File: config.mk
export PLATFORM = sky130hd
export DESIGN_NAME = bidir_reg_xcvr
export DESIGN_NICKNAME = d
export VERILOG_FILES = /design/src/rtl/xcvr_pkg.sv /design/src/rtl/xcvr_rise_det.sv /design/src/rtl/xcvr_hold_reg.sv /design/src/rtl/xcvr_lane.sv /design/src/rtl/bidir_reg_xcvr.sv
export SDC_FILE = /design/constraint.sdc
export NUM_CORES = 1
export LEC_CHECK = 0
export BUFFER_PORTS_ARGS = -buffer_cell sky130_fd_sc_hd__buf_2
export CAP_MARGIN = 20
export CORE_MARGIN = 8
export CORE_UTILIZATION = 35
export DETAILED_ROUTE_END_ITERATION = 6
export HOLD_SLACK_MARGIN = 0.06
export PLACE_DENSITY = 0.74
export SYNTH_ARGS = -nofsm -noshare
export SYNTH_HDL_FRONTEND = slang
export SYNTH_SLANG_ARGS = --single-unit
File: constraint.sdc
create_clock -name clk -period 1.85 [get_ports clk]
set_input_delay 0.37 -clock clk [delete_from_list [all_inputs] [get_ports clk]]
set_output_delay 0.37 -clock clk [all_outputs]
set_load 0.02 [all_outputs]
File: src/rtl/xcvr_pkg.sv
package xcvr_pkg;

  // Which side of a lane is driven this cycle.
  typedef enum logic [1:0] {
    PATH_ISO = 2'd0,
    PATH_B2A = 2'd1,
    PATH_A2B = 2'd2
  } path_e;

  // Reset, isolate and direction decide the drive path.
  function automatic path_e path_of(input logic live, input logic dis, input logic a2b);
    if (!live || dis) return PATH_ISO;
    return a2b ? PATH_A2B : PATH_B2A;
  endfunction

endpackage

File: src/rtl/xcvr_rise_det.sv
module xcvr_rise_det (
  input  logic clk,
  input  logic rst_n,
  input  logic lvl,
  output logic rise
);
  logic prev_q;

  always_ff @(posedge clk) begin
    if (!rst_n) prev_q <= 1'b0;
    else        prev_q <= lvl;
  end

  // One-cycle pulse on a 0-to-1 change of the sampled strobe.
  assign rise = lvl & ~prev_q;
endmodule

File: src/rtl/xcvr_hold_reg.sv
module xcvr_hold_reg #(
  parameter int W = 8
) (
  input  logic         clk,
  input  logic         rst_n,
  input  logic         load,
  input  logic [W-1:0] d,
  output logic [W-1:0] q
);
  always_ff @(posedge clk) begin
    if (!rst_n)    q <= '0;
    else if (load) q <= d;
  end
endmodule

File: src/rtl/xcvr_lane.sv
module xcvr_lane
  import xcvr_pkg::*;
#(
  parameter int W = 8
) (
  input  logic         clk,
  input  logic         rst_n,
  input  logic         port_dis,
  input  logic         dir_ab,
  input  logic         sel_ab,
  input  logic         sel_ba,
  input  logic         cap_ab,
  input  logic         cap_ba,
  input  logic [W-1:0] a_in,
  input  logic         a_ext,
  input  logic [W-1:0] b_in,
  input  logic         b_ext,
  output logic [W-1:0] a_out,
  output logic         a_drv,
  output logic [W-1:0] a_bus,
  output logic [W-1:0] b_out,
  output logic         b_drv,
  output logic [W-1:0] b_bus
);
  path_e        path;
  logic         rise_ab, rise_ba;
  logic [W-1:0] a_reg, b_reg;
  logic [W-1:0] a_keep, b_keep;
  logic [W-1:0] a_far, b_far;

  assign path  = path_of(rst_n, port_dis, dir_ab);
  assign a_drv = (path == PATH_B2A);
  assign b_drv = (path == PATH_A2B);

  // What each bus shows when the lane itself is not driving it. Built
  // apart from the lane's own outputs so no combinational loop forms.
  assign a_far = a_ext ? a_in : a_keep;
  assign b_far = b_ext ? b_in : b_keep;

  // Source selects: live far side or stored copy.
  assign a_out = sel_ba ? b_reg : b_far;
  assign b_out = sel_ab ? a_reg : a_far;

  // Resolved views: the lane's own driver wins over an outside one.
  assign a_bus = a_drv ? a_out : a_far;
  assign b_bus = b_drv ? b_out : b_far;

  xcvr_rise_det u_rise_ab (.clk(clk), .rst_n(rst_n), .lvl(cap_ab), .rise(rise_ab));
  xcvr_rise_det u_rise_ba (.clk(clk), .rst_n(rst_n), .lvl(cap_ba), .rise(rise_ba));

  // Capture registers load whatever the mode.
  xcvr_hold_reg #(.W(W)) u_areg (
    .clk(clk), .rst_n(rst_n), .load(rise_ab), .d(a_bus), .q(a_reg));
  xcvr_hold_reg #(.W(W)) u_breg (
    .clk(clk), .rst_n(rst_n), .load(rise_ba), .d(b_bus), .q(b_reg));

  // Keepers follow any active driver and hold otherwise.
  xcvr_hold_reg #(.W(W)) u_akeep (
    .clk(clk), .rst_n(rst_n), .load(a_drv | a_ext), .d(a_bus), .q(a_keep));
  xcvr_hold_reg #(.W(W)) u_bkeep (
    .clk(clk), .rst_n(rst_n), .load(b_drv | b_ext), .d(b_bus), .q(b_keep));
endmodule

File: src/rtl/bidir_reg_xcvr.sv
module bidir_reg_xcvr #(
  parameter int NUM_CH = 2,
  parameter int CH_W   = 8
) (
  input  logic                   clk,
  input  logic                   rst_n,
  input  logic [NUM_CH-1:0]      port_dis,
  input  logic [NUM_CH-1:0]      dir_ab,
  input  logic [NUM_CH-1:0]      sel_ab,
  input  logic [NUM_CH-1:0]      sel_ba,
  input  logic [NUM_CH-1:0]      cap_ab,
  input  logic [NUM_CH-1:0]      cap_ba,
  input  logic [NUM_CH*CH_W-1:0] a_in,
  input  logic [NUM_CH-1:0]      a_ext,
  output logic [NUM_CH*CH_W-1:0] a_out,
  output logic [NUM_CH*CH_W-1:0] a_oe,
  output logic [NUM_CH*CH_W-1:0] a_bus,
  input  logic [NUM_CH*CH_W-1:0] b_in,
  input  logic [NUM_CH-1:0]      b_ext,
  output logic [NUM_CH*CH_W-1:0] b_out,
  output logic [NUM_CH*CH_W-1:0] b_oe,
  output logic [NUM_CH*CH_W-1:0] b_bus
);
  localparam int BUS_W = NUM_CH * CH_W;

  logic [NUM_CH-1:0] a_drv, b_drv;

  // One lane per control bit, owning a CH_W slice of each bus.
  for (genvar c = 0; c < NUM_CH; c++) begin : g_lane
    localparam int LO = c * CH_W;

    xcvr_lane #(.W(CH_W)) u_lane (
      .clk     (clk),
      .rst_n   (rst_n),
      .port_dis(port_dis[c]),
      .dir_ab  (dir_ab[c]),
      .sel_ab  (sel_ab[c]),
      .sel_ba  (sel_ba[c]),
      .cap_ab  (cap_ab[c]),
      .cap_ba  (cap_ba[c]),
      .a_in    (a_in[LO +: CH_W]),
      .a_ext   (a_ext[c]),
      .b_in    (b_in[LO +: CH_W]),
      .b_ext   (b_ext[c]),
      .a_out   (a_out[LO +: CH_W]),
      .a_drv   (a_drv[c]),
      .a_bus   (a_bus[LO +: CH_W]),
      .b_out   (b_out[LO +: CH_W]),
      .b_drv   (b_drv[c]),
      .b_bus   (b_bus[LO +: CH_W])
    );

    // Per-bit enables copy the lane's drive decision.
    assign a_oe[LO +: CH_W] = {CH_W{a_drv[c]}};
    assign b_oe[LO +: CH_W] = {CH_W{b_drv[c]}};
  end

  if (BUS_W != NUM_CH * CH_W) begin : g_bad_width
    $error("bus width mismatch");
  end
endmodule

After elaboration in Yosys (flattened, before gate mapping)
Index checks and enable logic that the tools add are counted.
Word-level totals
  register bits after elaboration: 68
  input bits: 50
  word-level logic and storage cells: 51
Operators by class
  multiplexer cells: 20
  eq/ne operators: 4
  bitwise logic cells: 12
  reductions and logical operators: 3
Operators with widths (number)
  $mux 8: 12
  $mux 2: 6
  $and 1x1->1: 4
  $eq 2x1->1 const B: 2
  $eq 2x2->1 const B: 2
  $not 1->1: 4
  $or 1x1->1: 4
  $logic_or 1x1->1: 2
  $mux 1: 2
  $logic_not 1->1: 1

Depth between registers and ports, before layout
  word-level depth: 6
  gate-level depth with buffers: 7
  gate-level depth less buffers: 4

Modules after synthesis
A second synthesis with hierarchy kept.
Unflattened totals
  cells, all modules: 356
  area total of the unflattened synthesis: 4366.7 um2
By module, submodules not included
  xcvr_hold_reg: sequential area each 160.2 um2, area an instance 301.5 um2, cells each 25, times used 8
  xcvr_lane: sequential area each 0.0 um2, area an instance 792.0 um2, cells each 58, times used 2
  bidir_reg_xcvr: sequential area each 0.0 um2, area an instance 210.2 um2, cells each 28, times used 1
  xcvr_rise_det: sequential area each 20.0 um2, area an instance 40.0 um2, cells each 3, times used 4

Worst setup path before layout
Ideal clock, no wire load.
  path kind: input to output
  start point: in rst_n
  end point: out a_bus[15]
  data required time: 1480 ps
  slack: -128 ps
  stages on the path: 7
  buffers on the path: 3
  arrival time: 1608 ps
  cells stage by stage: buf_4 > or3b_1 > buf_6 > clkinv_2 > buf_12 > nor2_1 > a21oi_1
On the way
  word-level cells in the longest chain between the ends: 6
RTL lines
  start: declaration: line bidir_reg_xcvr.sv:6  | input logic rst_n,
  $logic_not 1->1
  $logic_or 1x1->1: line xcvr_pkg.sv:12  | if (!live || dis) return PATH_ISO;
  $mux 1: line xcvr_pkg.sv:12
  $mux 2: line xcvr_pkg.sv:13  | return a2b ? PATH_A2B : PATH_B2A;
  $eq 2x1->1: line xcvr_lane.sv:32  | assign a_drv = (path == PATH_B2A);
  net g_lane[1].u_lane.a_drv: line xcvr_lane.sv:19  | output logic a_drv,
  $mux 8: line xcvr_lane.sv:45  | assign a_bus = a_drv ? a_out : a_far;
  end: declaration: line bidir_reg_xcvr.sv:17  | output logic [NUM_CH*CH_W-1:0] a_bus,
The timed path passes the listed nets, and every way through them passes these cells.

Worst setup path in the final report
  start point: reg g_lane[1].u_lane.u_akeep.q[4]
  end point: out b_bus[12]
On the way
  word-level cells in the longest chain between the ends: 3
RTL lines
  start: declaration: line xcvr_hold_reg.sv:8  | output logic [W-1:0] q
  start signal: assignment: line xcvr_hold_reg.sv:11  | if (!rst_n) q <= '0;
  start signal: assignment: line xcvr_hold_reg.sv:12  | else if (load) q <= d;
  $mux 8: line xcvr_lane.sv:37  | assign a_far = a_ext ? a_in : a_keep;
  $mux 8: line xcvr_lane.sv:42  | assign b_out = sel_ab ? a_reg : a_far;
  $mux 8: line xcvr_lane.sv:46  | assign b_bus = b_drv ? b_out : b_far;
  end: declaration: line bidir_reg_xcvr.sv:22  | output logic [NUM_CH*CH_W-1:0] b_bus
No other way between the ends.

==> flow_metrics.env <==
export IMPL_cts_buffer_depth=2
export IMPL_initial_core_util_pct=35.3
export IMPL_die_area_sq_um=14400
export IMPL_grt_max_degree=40
export IMPL_numCtsBuffers=9
export IMPL_fin_area_sq_um=5350
export IMPL_cts_tree="built"
export IMPL_vias_per_cell=5.09
export IMPL_pre_cts_ws_ps=-74.2
export IMPL_hold_path_class="in2reg"
export IMPL_synth_area_sq_um=3780
export IMPL_setup_worst_path_end="b_bus[12]"
export IMPL_fp_coreArea_sq_um=10700
export IMPL_power_leakage_nw=2.59
export IMPL_async_flop_share_pct=0
export IMPL_fmax_mhz=541
export IMPL_areaGrowthSynthToFinish_pct=41.5
export IMPL_num_vias=3857
export IMPL_worstReg2RegEnd="g_lane[1].u_lane.u_breg.q[0]"
export IMPL_fin_nets=663
export IMPL_hold_buffers=0
export IMPL_nFillCells=1017
export IMPL_fin_ws_ps=1.47
export IMPL_drive_above_1_share_pct=47.7
export IMPL_io_pins=146
export IMPL_cts_root_buf="clkbuf_8"
export IMPL_synth_top_area_share_pct=36.0
export IMPL_post_route_period_util_pct=99.9
export IMPL_row_count=38
export IMPL_ys_ff_latch=68
export IMPL_clkTransAtPathRegs_ps=80
export IMPL_worstSkewPairLatency_ps=340
export IMPL_gp_congestion=0.802
export IMPL_synthCells=435
export IMPL_io_buffers=145
export IMPL_path_class="reg2out"
export IMPL_grt_pass1_vias=4073
export IMPL_grt_usage_pct=16.6
export IMPL_grt_overflow=0
export IMPL_run_status="finished, final reports clean"
export IMPL_htree_levels=3
export IMPL_worstRegToRegCells=5
export IMPL_rsz0062_at_grt="yes"
export IMPL_wl_per_cell_microns=16.6
export IMPL_cts_sinks=68
export IMPL_die_w_microns=120
export IMPL_cap_violations=0
export IMPL_fin_skew_ps=12.8
export IMPL_yosysWarnings=0
export IMPL_synth_common_cells="68 x dfxtp_1, 48 x nand2_1, 46 x o21ai_0"
export IMPL_wl_microns=12600
export IMPL_crit_path_max_fanout=2
export IMPL_avgSynthCellArea_sq_um=8.69
export IMPL_antenna_found_initial=0
export IMPL_rr_startpoint="g_lane[1].u_lane.u_akeep.q[0]"
export IMPL_drtIter0Drc=176
export IMPL_insertedDiodeCount=0
export IMPL_final_cells=758
export IMPL_yosysSeqAreaShare_pct=36.0
export IMPL_synth_top_flop_cell="dfxtp_1"
export IMPL_cp_end_kind="primary output"
export IMPL_drc=0
export IMPL_setup_worst_path_start="g_lane[1].u_lane.u_akeep.q[4]"
export IMPL_dpl_instance_area_sq_um=4910
export IMPL_yosys_area_top_type="dfxtp_1"
export IMPL_synth_fp_nets=485
export IMPL_crit_path_start_kind="flip-flop"
export IMPL_rrSetupSlack_ps=530
export IMPL_place_inst=732
export IMPL_postRouteAntennaNets=0
export IMPL_max_slew_margin_pct=49.8
export IMPL_min_period_ps=1850
export IMPL_synth_edff_count=0
export IMPL_hold_viol=0
export IMPL_die_h_microns=120
export IMPL_yosysMostFrequentCell="dfxtp_1"
export IMPL_tightestPinTransition_ps=750
export IMPL_synth_area_leaders="dfxtp_1 36%, mux2_2 9.5%, buf_4 6.6%"
export IMPL_drt_pass1_iter_count=4
export IMPL_slew_violations=0
export IMPL_p_per_area_nw_per_um2=774
export IMPL_setup_viol=0
export IMPL_vdd_ir_drop_max_mv=0.482
export IMPL_yosys_cell_types_count=32
export IMPL_grt_pass1_wl_microns=19400
export IMPL_crit_arrival_ps=1480
export IMPL_place_hpwl_microns=9670
export IMPL_critPathRequiredTime_ps=1480
## cells in the final DEF, fill, tap and decap left out, types with 5 or more instances in the layout
master	n
o211ai_4	6
mux2i_1	5
clkbuf_8	9
dfxtp_1	67
a211oi_1	8
a21oi_2	5
o221ai_1	8
o211ai_1	18
mux2_2	26
nand2_1	47
nor2_1	7
buf_4	82
buf_6	12
inv_1	18
nand2b_1	24
buf_2	128
a31oi_1	23
o21a_1	23
o21ai_0	46
mux2_4	6
nand3_1	8
## how the worst min path moves through the flow
stage                                 startpoint                                 to  slack (ps)  depth (start not counted)
global route                           cap_ba[0]  g_lane[0].u_lane.u_rise_ba.prev_q         230                          2
floorplan           g_lane[0].u_lane.u_areg.q[0]       g_lane[0].u_lane.u_areg.q[0]         440                          2
detailed placement  g_lane[0].u_lane.u_areg.q[0]       g_lane[0].u_lane.u_areg.q[0]         470                          2
finish                                 cap_ab[1]  g_lane[1].u_lane.u_rise_ab.prev_q         240                          2
CTS                                    cap_ba[1]  g_lane[1].u_lane.u_rise_ba.prev_q         230                          2
global placement    g_lane[0].u_lane.u_areg.q[4]       g_lane[0].u_lane.u_areg.q[4]         460                          2
## report_power, final
group / switching [mW] / total (mW) / internal, mW / leakage (nW)
Clock: 0.583 / 1.20 / 0.618 / 0.0931
Combinational: 0.755 / 1.31 / 0.559 / 1.93
Sequential: 0.0406 / 1.62 / 1.58 / 0.563
## what timing repair did
action / 4_1_cts / 5_1_grt
pin swaps: 3 / 10
gates resized for setup: 13 / 37
gates cloned: 0 / 0
setup buffers: 3 / 7
setup endpoints to repair: 31 / 35
## registers in the layout (all words and copies together) (netlist names)
name / count
g_lane.u_lane.u_akeep.q: 16
g_lane.u_lane.u_areg.q: 16
g_lane.u_lane.u_bkeep.q: 16
g_lane.u_lane.u_breg.q: 16
g_lane.u_lane.u_rise_ab.prev_q: 2
g_lane.u_lane.u_rise_ba.prev_q: 2
## routing by layer
metal  wire (microns)  global-route usage (%)  vias up
li1                 -                       -     1881
met1             4990                    17.6     1801
met2             6470                    30.4      157
met3              957                    4.93       18
met4              180                    5.93        0
met5                0                       0        -
## cells by family (layout without fill, tap and decap cells)
group	count (synthesis)	after routing	synth area share (%)
multiplexers	41	41	11.9
buffers and inverters	80	263	12.1
AND/OR/NAND/NOR	103	103	13.3
AO/OA/AOI/OAI	143	143	26.6
flip-flops	68	68	36.0
## worst max-delay path, cell delays in order, from the launching register on
cell,delay [ps]
dfxtp_1,310
mux2_2,270
o211ai_1,270
nand2_1,120
buf_2,170
## stage by stage
step | hold slack (ps) | TNS (ps) | utilization [%] | power (mW)
3_5_place_dp | 465 | -790 | 45.9 | 2.87
5_1_grt | 234 | -368 | 50.0 | 4.34
4_1_cts | 233 | -38.2 | 48.2 | 4.09
3_3_place_gp | 456 | -256 | 45.9 | 2.84
6_report | 240 | 0 | 50.0 | 4.13
2_1_floorplan | 444 | 0 | - | 2.41
## layout make-up
cell class	count	area, sq um	share of cell area (%)
clock buffers	11	131	2.46
clock inverters	5	52.6	0.983
inverters	21	83.8	1.57
multi-input cells	287	2070	38.7
flip-flops and latches	68	1360	25.5
well taps	140	175	3.28
repair buffers	226	1470	27.5
No activity file was read; power rests on OpenSTA's default activity.
